[src/rtl/irq_pkg.sv]
package irq_pkg;
  localparam int NSRC = 5;
  localparam int IDXW = 3;

  typedef logic [NSRC-1:0] src_vec_t;

  // index of the lowest set bit; 0 when the vector is empty
  function automatic logic [IDXW-1:0] lowest_set(input src_vec_t v);
    logic [IDXW-1:0] idx;
    idx = '0;
    for (int i = NSRC - 1; i >= 0; i--) begin
      if (v[i]) idx = IDXW'(i);
    end
    return idx;
  endfunction

  // one-hot vector for a source index
  function automatic src_vec_t onehot_of(input logic [IDXW-1:0] idx);
    return src_vec_t'(1) << idx;
  endfunction
endpackage

[src/rtl/irq_phase.sv]
module irq_phase #(
  parameter int LEN  = 12,
  parameter int SLOT = 8
) (
  input  logic clk,
  input  logic rst,
  output logic at_slot
);
  localparam int W = $clog2(LEN);

  logic [W-1:0] cnt_q;

  always_ff @(posedge clk) begin
    if (rst)                        cnt_q <= '0;
    else if (cnt_q == W'(LEN - 1))  cnt_q <= '0;
    else                            cnt_q <= cnt_q + 1'b1;
  end

  assign at_slot = (cnt_q == W'(SLOT));


  phase_range_chk: assert property (@(posedge clk) disable iff (rst)
    cnt_q <= W'(LEN - 1));
endmodule

[src/rtl/irq_ext_sense.sv]
module irq_ext_sense (
  input  logic clk,
  input  logic rst,
  input  logic at_slot,
  input  logic pin_n,
  input  logic edge_mode,
  input  logic clr,
  output logic req
);
  logic prev_q;
  logic flag_q;
  logic fall;

  assign fall = at_slot & prev_q & ~pin_n;
  assign req  = edge_mode ? (flag_q | fall) : ~pin_n;

  always_ff @(posedge clk) begin
    if (rst) begin
      prev_q <= 1'b1;
      flag_q <= 1'b0;
    end else begin
      if (at_slot) prev_q <= pin_n;
      if (!edge_mode)  flag_q <= 1'b0;
      else if (clr)    flag_q <= 1'b0;
      else if (fall)   flag_q <= 1'b1;
    end
  end


  edge_clear_chk: assert property (@(posedge clk) disable iff (rst)
    clr |=> !flag_q);


  edge_slot_chk: assert property (@(posedge clk) disable iff (rst)
    $rose(flag_q) |-> $past(at_slot));
endmodule

[src/rtl/irq_select.sv]
module irq_select
  import irq_pkg::*;
(
  input  logic            clk,
  input  logic            rst,
  input  logic            at_slot,
  input  logic            hold,
  input  logic            reti,
  input  logic            glob,
  input  src_vec_t        req,
  input  src_vec_t        en,
  input  src_vec_t        prio,
  output src_vec_t        grant,
  output logic            take_q,
  output logic [IDXW-1:0] vec_q,
  output logic            lvl_q
);
  logic [1:0]      ins_q;
  src_vec_t        elig;
  src_vec_t        hi;
  src_vec_t        lo;
  logic            pick_hi;
  logic            pick_lo;
  logic            fire;
  logic [IDXW-1:0] win;

  assign elig    = glob ? (req & en) : '0;
  assign hi      = elig & prio;
  assign lo      = elig & ~prio;
  assign pick_hi = (|hi) && !ins_q[1];
  assign pick_lo = (|lo) && (ins_q == 2'b00);
  assign fire    = at_slot && !hold && (pick_hi || pick_lo);
  assign win     = pick_hi ? lowest_set(hi) : lowest_set(lo);
  assign grant   = fire ? onehot_of(win) : '0;

  always_ff @(posedge clk) begin
    if (rst) begin
      ins_q  <= 2'b00;
      take_q <= 1'b0;
      vec_q  <= '0;
      lvl_q  <= 1'b0;
    end else begin
      take_q <= fire;
      if (fire) begin
        vec_q <= win;
        lvl_q <= pick_hi;
        ins_q <= ins_q | (pick_hi ? 2'b10 : 2'b01);
      end else if (reti) begin
        ins_q <= ins_q[1] ? {1'b0, ins_q[0]} : 2'b00;
      end
    end
  end


  lvl1_no_preempt_chk: assert property (@(posedge clk) disable iff (rst)
    ins_q[1] |-> !fire);


  lvl0_nest_chk: assert property (@(posedge clk) disable iff (rst)
    (fire && ins_q[0]) |-> pick_hi);


  level_rank_chk: assert property (@(posedge clk) disable iff (rst)
    (fire && !pick_hi) |-> (hi == '0));


  glob_gate_chk: assert property (@(posedge clk) disable iff (rst)
    take_q |-> $past(glob));


  grant_onehot_chk: assert property (@(posedge clk) disable iff (rst)
    $onehot0(grant));


  defer_chk: assert property (@(posedge clk) disable iff (rst)
    fire |-> !hold);


  reti_clear_chk: assert property (@(posedge clk) disable iff (rst)
    (reti && ins_q[1]) |=> !ins_q[1]);
endmodule

[src/rtl/irq_arbiter.sv]
module irq_arbiter
  import irq_pkg::*;
#(
  parameter int CYCLE_LEN   = 12,
  parameter int SAMPLE_SLOT = 8,
  parameter int NUM_EXT     = 2,
  parameter int AW          = 2
) (
  input  logic            clk,
  input  logic            rst,
  input  logic [1:0]      ext_n_i,
  input  logic [1:0]      tmr_ovf_i,
  input  logic            ser_i,
  input  logic            wr_en_i,
  input  logic [AW-1:0]   wr_addr_i,
  input  logic [NSRC:0]   wr_data_i,
  input  logic            reti_i,
  output logic            take_o,
  output logic [IDXW-1:0] vec_o,
  output logic            lvl_o
);
  localparam logic [AW-1:0] ADDR_EN   = AW'(0);
  localparam logic [AW-1:0] ADDR_PRIO = AW'(1);
  localparam logic [AW-1:0] ADDR_MODE = AW'(2);

  src_vec_t           en_q;
  src_vec_t           prio_q;
  logic               glob_q;
  logic [NUM_EXT-1:0] mode_q;
  logic               blk_q;
  logic               at_slot;
  logic               evt;
  logic               hold;
  logic [NUM_EXT-1:0] ext_req;
  logic [NUM_EXT-1:0] ext_clr;
  src_vec_t           req;
  src_vec_t           grant;

  irq_phase #(.LEN(CYCLE_LEN), .SLOT(SAMPLE_SLOT)) u_phase (
    .clk(clk), .rst(rst), .at_slot(at_slot)
  );

  // external pins occupy even source indices 0 and 2
  assign ext_clr[0] = grant[0];
  assign ext_clr[1] = grant[2];

  for (genvar g = 0; g < NUM_EXT; g++) begin : g_ext
    irq_ext_sense u_sense (
      .clk(clk), .rst(rst), .at_slot(at_slot),
      .pin_n(ext_n_i[g]), .edge_mode(mode_q[g]),
      .clr(ext_clr[g]), .req(ext_req[g])
    );
  end

  assign req = {ser_i, tmr_ovf_i[1], ext_req[1], tmr_ovf_i[0], ext_req[0]};

  assign evt  = reti_i ||
                (wr_en_i && (wr_addr_i == ADDR_EN || wr_addr_i == ADDR_PRIO));
  assign hold = blk_q || evt;

  always_ff @(posedge clk) begin
    if (rst) begin
      en_q   <= '0;
      prio_q <= '0;
      glob_q <= 1'b0;
      mode_q <= '0;
      blk_q  <= 1'b0;
    end else begin
      blk_q <= at_slot ? 1'b0 : (blk_q || evt);
      if (wr_en_i) begin
        case (wr_addr_i)
          ADDR_EN: begin
            en_q   <= wr_data_i[NSRC-1:0];
            glob_q <= wr_data_i[NSRC];
          end
          ADDR_PRIO: prio_q <= wr_data_i[NSRC-1:0];
          ADDR_MODE: mode_q <= wr_data_i[NUM_EXT-1:0];
          default: ;
        endcase
      end
    end
  end

  irq_select u_select (
    .clk(clk), .rst(rst), .at_slot(at_slot), .hold(hold), .reti(reti_i),
    .glob(glob_q), .req(req), .en(en_q), .prio(prio_q), .grant(grant),
    .take_q(take_o), .vec_q(vec_o), .lvl_q(lvl_o)
  );


  slot_align_chk: assert property (@(posedge clk) disable iff (rst)
    take_o |-> $past(at_slot));


  reti_defer_chk: assert property (@(posedge clk) disable iff (rst)
    take_o |-> !$past(reti_i));
endmodule

[config.mk]
export PLATFORM = sky130hd
export DESIGN_NAME = irq_arbiter
export DESIGN_NICKNAME = d
export VERILOG_FILES = /design/src/rtl/irq_pkg.sv /design/src/rtl/irq_phase.sv /design/src/rtl/irq_ext_sense.sv /design/src/rtl/irq_select.sv /design/src/rtl/irq_arbiter.sv
export SDC_FILE = /design/constraint.sdc
export NUM_CORES = 1
export LEC_CHECK = 0
export ABC_AREA = 1
export BUFFER_PORTS_ARGS = -buffer_cell sky130_fd_sc_hd__buf_4
export CORE_AREA = 2 2 82 84
export CTS_CLUSTER_SIZE = 25
export DETAILED_ROUTE_END_ITERATION = 16
export DIE_AREA = 0 0 84 86
export PLACE_DENSITY = 0.47
export SYNTH_ARGS = -nofsm -noshare
export SYNTH_HDL_FRONTEND = slang
export SYNTH_SLANG_ARGS = --single-unit
[constraint.sdc]
create_clock -name clk -period 3.55 [get_ports clk]
set_input_delay 0.71 -clock clk [delete_from_list [all_inputs] [get_ports clk]]
set_output_delay 0.71 -clock clk [all_outputs]
set_load 0.05 [all_outputs]
* Yosys cells after proc, flatten, opt, wreduce, memory -nomap -nowiden
Cells that the tools add are included.
Widths: inputs -> output; s select.
** Word-level totals
- Bits of input ports :: 17
- Word-level logic and storage cells :: 80
- Output and inout bits :: 5
- Bits in registers :: 29
** Operators by class
- Mux-type cells :: 19
- Eq/ne operators :: 5
- $add $sub $neg :: 1
- Reduce and logical (&&, ||, !) cells :: 24
- Bitwise logic cells :: 15
- Shift operators :: 1
** Operator list (count)
- $mux 3 :: 12
- $and 5x5->5 :: 3
- $reduce_or 5->1 :: 2
- $eq 4x4->1 const B :: 2
- $reduce_and 2->1 :: 4
- $mux 2 :: 3
- $reduce_or 3->1 :: 2
- $logic_and 1x1->1 :: 5
- $mux 5 :: 1
- $not 5->5 :: 1
- $add 4x1->4 const B :: 1
- $and 1x1->1 :: 4
- $logic_not 2->1 :: 2
- $logic_or 1x1->1 :: 4
- $not 1->1 :: 4
- $reduce_or 2->1 :: 2
- $mux 1 :: 3
- $shl 1x3->3 const A :: 1
- $eq 2x1->1 const B :: 1
- $eq 2x2->1 const B :: 1
- $logic_not 1->1 :: 2
- $ne 2x2->1 const B :: 1
- $or 1x1->1 :: 2
- $or 2x2->2 :: 1
- $reduce_bool 2->1 :: 1

* Logic depth before layout (Yosys ltp)
- Word-level depth :: 17
- Mapped depth :: 13
- Depth with buffers taken out :: 13

* By module
A second synthesis with hierarchy kept.
** Second synthesis, totals
- Cells, all modules :: 244
- Area total of the unflattened synthesis :: 1670.4 µm²
** By module, submodules not included
- irq_arbiter :: sequential area each 280.3 µm², times used 1, cells each 95, area an instance 633.1 µm²
- irq_select :: sequential area each 140.1 µm², times used 1, cells each 95, area an instance 625.6 µm²
- irq_ext_sense :: sequential area each 40.0 µm², times used 2, cells each 15, area an instance 103.8 µm²
- irq_phase :: sequential area each 80.1 µm², times used 1, cells each 24, area an instance 203.9 µm²

* Worst setup path after synthesis
No wires, ideal clock.
- Path kind :: input-to-reg
- Start :: in ext_n_i[0]
- End :: reg g_ext[1].u_sense.flag_q
- Data arrival time :: 1.644 ns
- Cell stages on the path :: 12
- Path slack :: 1.789 ns
- Path through :: nor2_1 > nand3_2 > nand3_2 > nand3_1 > nand2_1 > nor2_1 > nand2_1 > nand2_1 > nand2_4 > nand2_4 > nor2_2 > a21oi_2
** Between the ends
- Word-level cells in the longest chain between the ends :: 13
- Elaborated cells between the ends (all ways) :: 20
** Ends and longest elaborated chain
- start: declaration :: RTL line irq_arbiter.sv:11 : input logic [1:0] ext_n_i,
- $not 1->1 (*) :: RTL line irq_ext_sense.sv:14, irq_ext_sense.sv:15
- $and 1x1->1 :: RTL line irq_ext_sense.sv:14 : assign fall = at_slot & prev_q & ~pin_n;
- $or 1x1->1 :: RTL line irq_ext_sense.sv:15 : assign req = edge_mode ? (flag_q | fall) : ~pin_n;
- $mux 1 (*) :: RTL line irq_ext_sense.sv:15
- $and 5x5->5 (*) :: RTL line irq_select.sv:27 : assign elig = glob ? (req & en) : '0;
- $mux 5 (*) :: RTL line irq_select.sv:27
- $and 5x5->5 (on tied branches) :: RTL line irq_select.sv:28, irq_select.sv:29
- $reduce_or 5->1 (on tied branches) :: RTL line irq_select.sv:30, irq_select.sv:31
- $logic_and 1x1->1 (on tied branches) :: RTL line irq_select.sv:30, irq_select.sv:31
- $mux 3 or $logic_or 1x1->1 (tied branches) :: RTL line irq_select.sv:33, irq_select.sv:32
- $shl 1x3->3 or $logic_and 1x1->1 (tied branches) :: RTL line irq_pkg.sv:19, irq_select.sv:32
- $mux 3 (*) :: RTL line irq_select.sv:34 : assign grant = fire ? onehot_of(win) : '0;
- $reduce_or 3->1 (no line) (*)
- end signal: assignment :: RTL line irq_ext_sense.sv:20 : flag_q <= 1'b0;
- end signal: assignment :: RTL line irq_ext_sense.sv:23 : if (!edge_mode) flag_q <= 1'b0;
- end signal: assignment :: RTL line irq_ext_sense.sv:24 : else if (clr) flag_q <= 1'b0;
- end: declaration :: RTL line irq_ext_sense.sv:11 : logic flag_q;
Mark *: on every way between the ends. The rest lies on a longest branch, timed or not.
A chain may end at the register's enable or synchronous reset.

* Worst setup path after layout
Same ends and word-level chain as after synthesis.

==> impl_metrics.tcl <==
set metrics [dict create \
    dr_total_vias 1271 \
    pre_cts_ws_ns 1.444 \
    hp-start "u_select.ins_q[0]" \
    yosys_warnings 0 \
    cts_sinks 29 \
    postCtsSetupRepairBufs 0 \
    place_area_sq_um 1707 \
    worst_pin_slew_ns 0.6711 \
    drive_gt1_frac 0.2342 \
    ant_nets 0 \
    clk_pin_slew_ns 0.07 \
    worst-setup-path-type "in -> reg" \
    leakagePower_nw 0.7717 \
    grtUsageTotal 0.1001 \
    grt_overflow_total 0 \
    synth_top_area_cell "dfxtp_1" \
    cap_violations 0 \
    wl_per_cell_um 10.70 \
    timing.final.ws_setup_ns 1.747 \
    grt_pass1_vias 1299 \
    design.die.area_sq_um 7224 \
    dpl.hpwl_mm 2.543 \
    syn_nets 215 \
    synth-seq-cells 29 \
    powerDensity_nw_per_um2 387.9 \
    cts_buffer_depth 2 \
    num_antenna_cells 0 \
    firstDrtPassIters 4 \
    clock_latency_ns 0.28 \
    status "finished clean" \
    slew_headroom 0.5521 \
    fin_skew_ns 0.007000 \
    tns_ns 0 \
    slew_violations 0 \
    fmax_ghz 0.5546 \
    design.core.area_sq_um 6277 \
    drc 0 \
    netlist_area_sq_um 1469 \
    async_reset_ff_frac 0 \
    ios 22 \
    grt_max_degree 26 \
    grt_pass1_wl_mm 5.733 \
    ys.flop_type "dfxtp_1" \
    cts_resized 0 \
    crit_fanout 7 \
    yosysTopAreaCellShare 0.3952 \
    postLayoutCellArea_sq_um 1808 \
    seq_area_frac_synth 0.3952 \
    antenna_found_initial 0 \
    rr_startpoint "u_phase.cnt_q[0]" \
    finalNetCount 240 \
    synth.area.top_cells "dfxtp_1 40%, nor2_1 7.7%, inv_1 7.2%" \
    setup_viol 0 \
    syn2layout_area_growth_pct 23.08 \
    io_buffers 21 \
    min_path_type "reg -> reg" \
    cp-end-kind "flip-flop" \
    synth_most_common_cell "nor2_1" \
    peakVddDrop_uv 195.0 \
    worstPathRequired_ns 3.73 \
    die_x_um 84 \
    start_util 0.2340 \
    arrival_ns 1.98 \
    postCtsHoldBufs 0 \
    synth_cell_types 27 \
    avgSynthCellArea_sq_um 7.494 \
    numCtsBuffers 5 \
    h-tree-depth 2 \
    hold_violations 0 \
    rsz0062_at_grt "no" \
    fin_crit_ns 1.803 \
    synthCells 196 \
    critPathLaunchType "input port" \
    cts_tree "yes" \
    die_y_um 86 \
    min_period_over_period 0.5079 \
    yosys-top-cells-count "30 x nor2_1, 29 x dfxtp_1, 28 x inv_1" \
    place_congestion 0.8002 \
    wirelength_mm 3.199 \
    viasPerCell 4.251 \
    drtIter0Drc 63 \
    rows 29 \
    clock-root-buffer "clkbuf_8" \
    setup.worst_path.start "ext_n_i[0]" \
    synth_edf_count 0 \
]
[final timing paths]
| check | end | slack [ns] | cells past startpoint |
|---|---|---|---|
| worst max register to register | u_select.vec_q[0] | 1.80 | 11 |
| worst min-delay path | u_select.ins_q[0] | 0.46 | 2 |
| worst min register to register | u_select.ins_q[0] | 0.46 | 2 |
| worst max-delay path | g_ext[1].u_sense.flag_q | 1.75 | 13 |
[per-stage QoR]
step | total power [W] | util | hold WS [ns] | instances
6_report | 0.0007014 | 0.2880 | 0.4579 | 299
5_1_grt | 0.0007363 | 0.2880 | 0.5034 | 299
4_1_cts | 0.0007138 | 0.2880 | 0.4591 | 299
3_5_place_dp | 0.0004119 | 0.2719 | 0.4491 | 291
3_3_place_gp | 0.0004120 | 0.2719 | 0.4501 | 291
2_1_floorplan | 0.0003854 | - | 0.4282 | 196
[layout by cell type (no fill, tap or decap), types with 2 or more instances in the layout]
cell type / n
buf_4: 21
nor2_2: 3
o21ai_1: 2
o211ai_1: 3
inv_1: 28
nor3_1: 3
a21oi_2: 4
nand3_2: 8
nand2_1: 27
nand2_4: 3
clkbuf_8: 7
a21boi_0: 3
nor2_1: 30
nand4_1: 4
dfxtp_1: 29
o21ai_0: 15
ha_1: 2
nand3_1: 7
a21oi_1: 15
[cells by family after synthesis]
| kind of cell | count (synthesis) | share of synthesized area |
|---|---|---|
| flops | 29 | 0.3952 |
| simple gates | 89 | 0.3186 |
| compound gates | 44 | 0.1806 |
| fa+ha+maj | 2 | 0.01703 |
| buf+inv | 31 | 0.08262 |
| xor+xnor | 1 | 0.005964 |
[routing by layer]
| metal | vias up | GRT usage | part of all wire |
|---|---|---|---|
| met1 | 559 | 0.1254 | 0.49 |
| met2 | 15 | 0.1607 | 0.46 |
| met4 | 0 | 0.04399 | 0.021 |
| li1 | 691 | - | - |
| met5 | - | 0 | 0 |
| met3 | 6 | 0.02887 | 0.026 |
[layout make-up]
type | count | area [sq um]
Inverter | 28 | 105.1
Multi-Input combinational cell | 136 | 767.0
Fill cell | 697 | 4469
Clock buffer | 7 | 96.34
Clock inverter | 1 | 5.005
Timing Repair Buffer | 21 | 157.7
Tap cell | 77 | 96.34
Sequential cell | 29 | 580.6
[power breakdown]
part | switching, W | internal [W] | leakage, nW | total [W]
Sequential | 0.00000924 | 0.000337 | 0.236 | 0.000346
Clock | 0.000123 | 0.000175 | 0.0542 | 0.000298
Combinational | 0.0000320 | 0.0000250 | 0.481 | 0.0000569
Total | 0.000164 | 0.000537 | 0.772 | 0.000701
[critical path, stage by stage]
cell	delay, ns
buf_4	0.12
nor2_1	0.14
nand3_2	0.11
nand3_2	0.08
nand3_1	0.10
nand2_1	0.11
nor2_1	0.05
nand2_1	0.07
nand2_1	0.09
nand2_4	0.10
nand2_4	0.09
nor2_2	0.15
a21oi_2	0.06
[registers in the layout, summed over array words and instances, names as in the netlist]
| name | flops |
|---|---|
| g_ext.u_sense.flag_q | 2 |
| mode_q | 2 |
| u_select.take_q | 1 |
| glob_q | 1 |
| u_select.lvl_q | 1 |
| g_ext.u_sense.prev_q | 2 |
| prio_q | 5 |
| blk_q | 1 |
| u_select.vec_q | 3 |
| en_q | 5 |
| u_phase.cnt_q | 4 |
| u_select.ins_q | 2 |
Note: power is estimated with default switching activity, not from simulation.
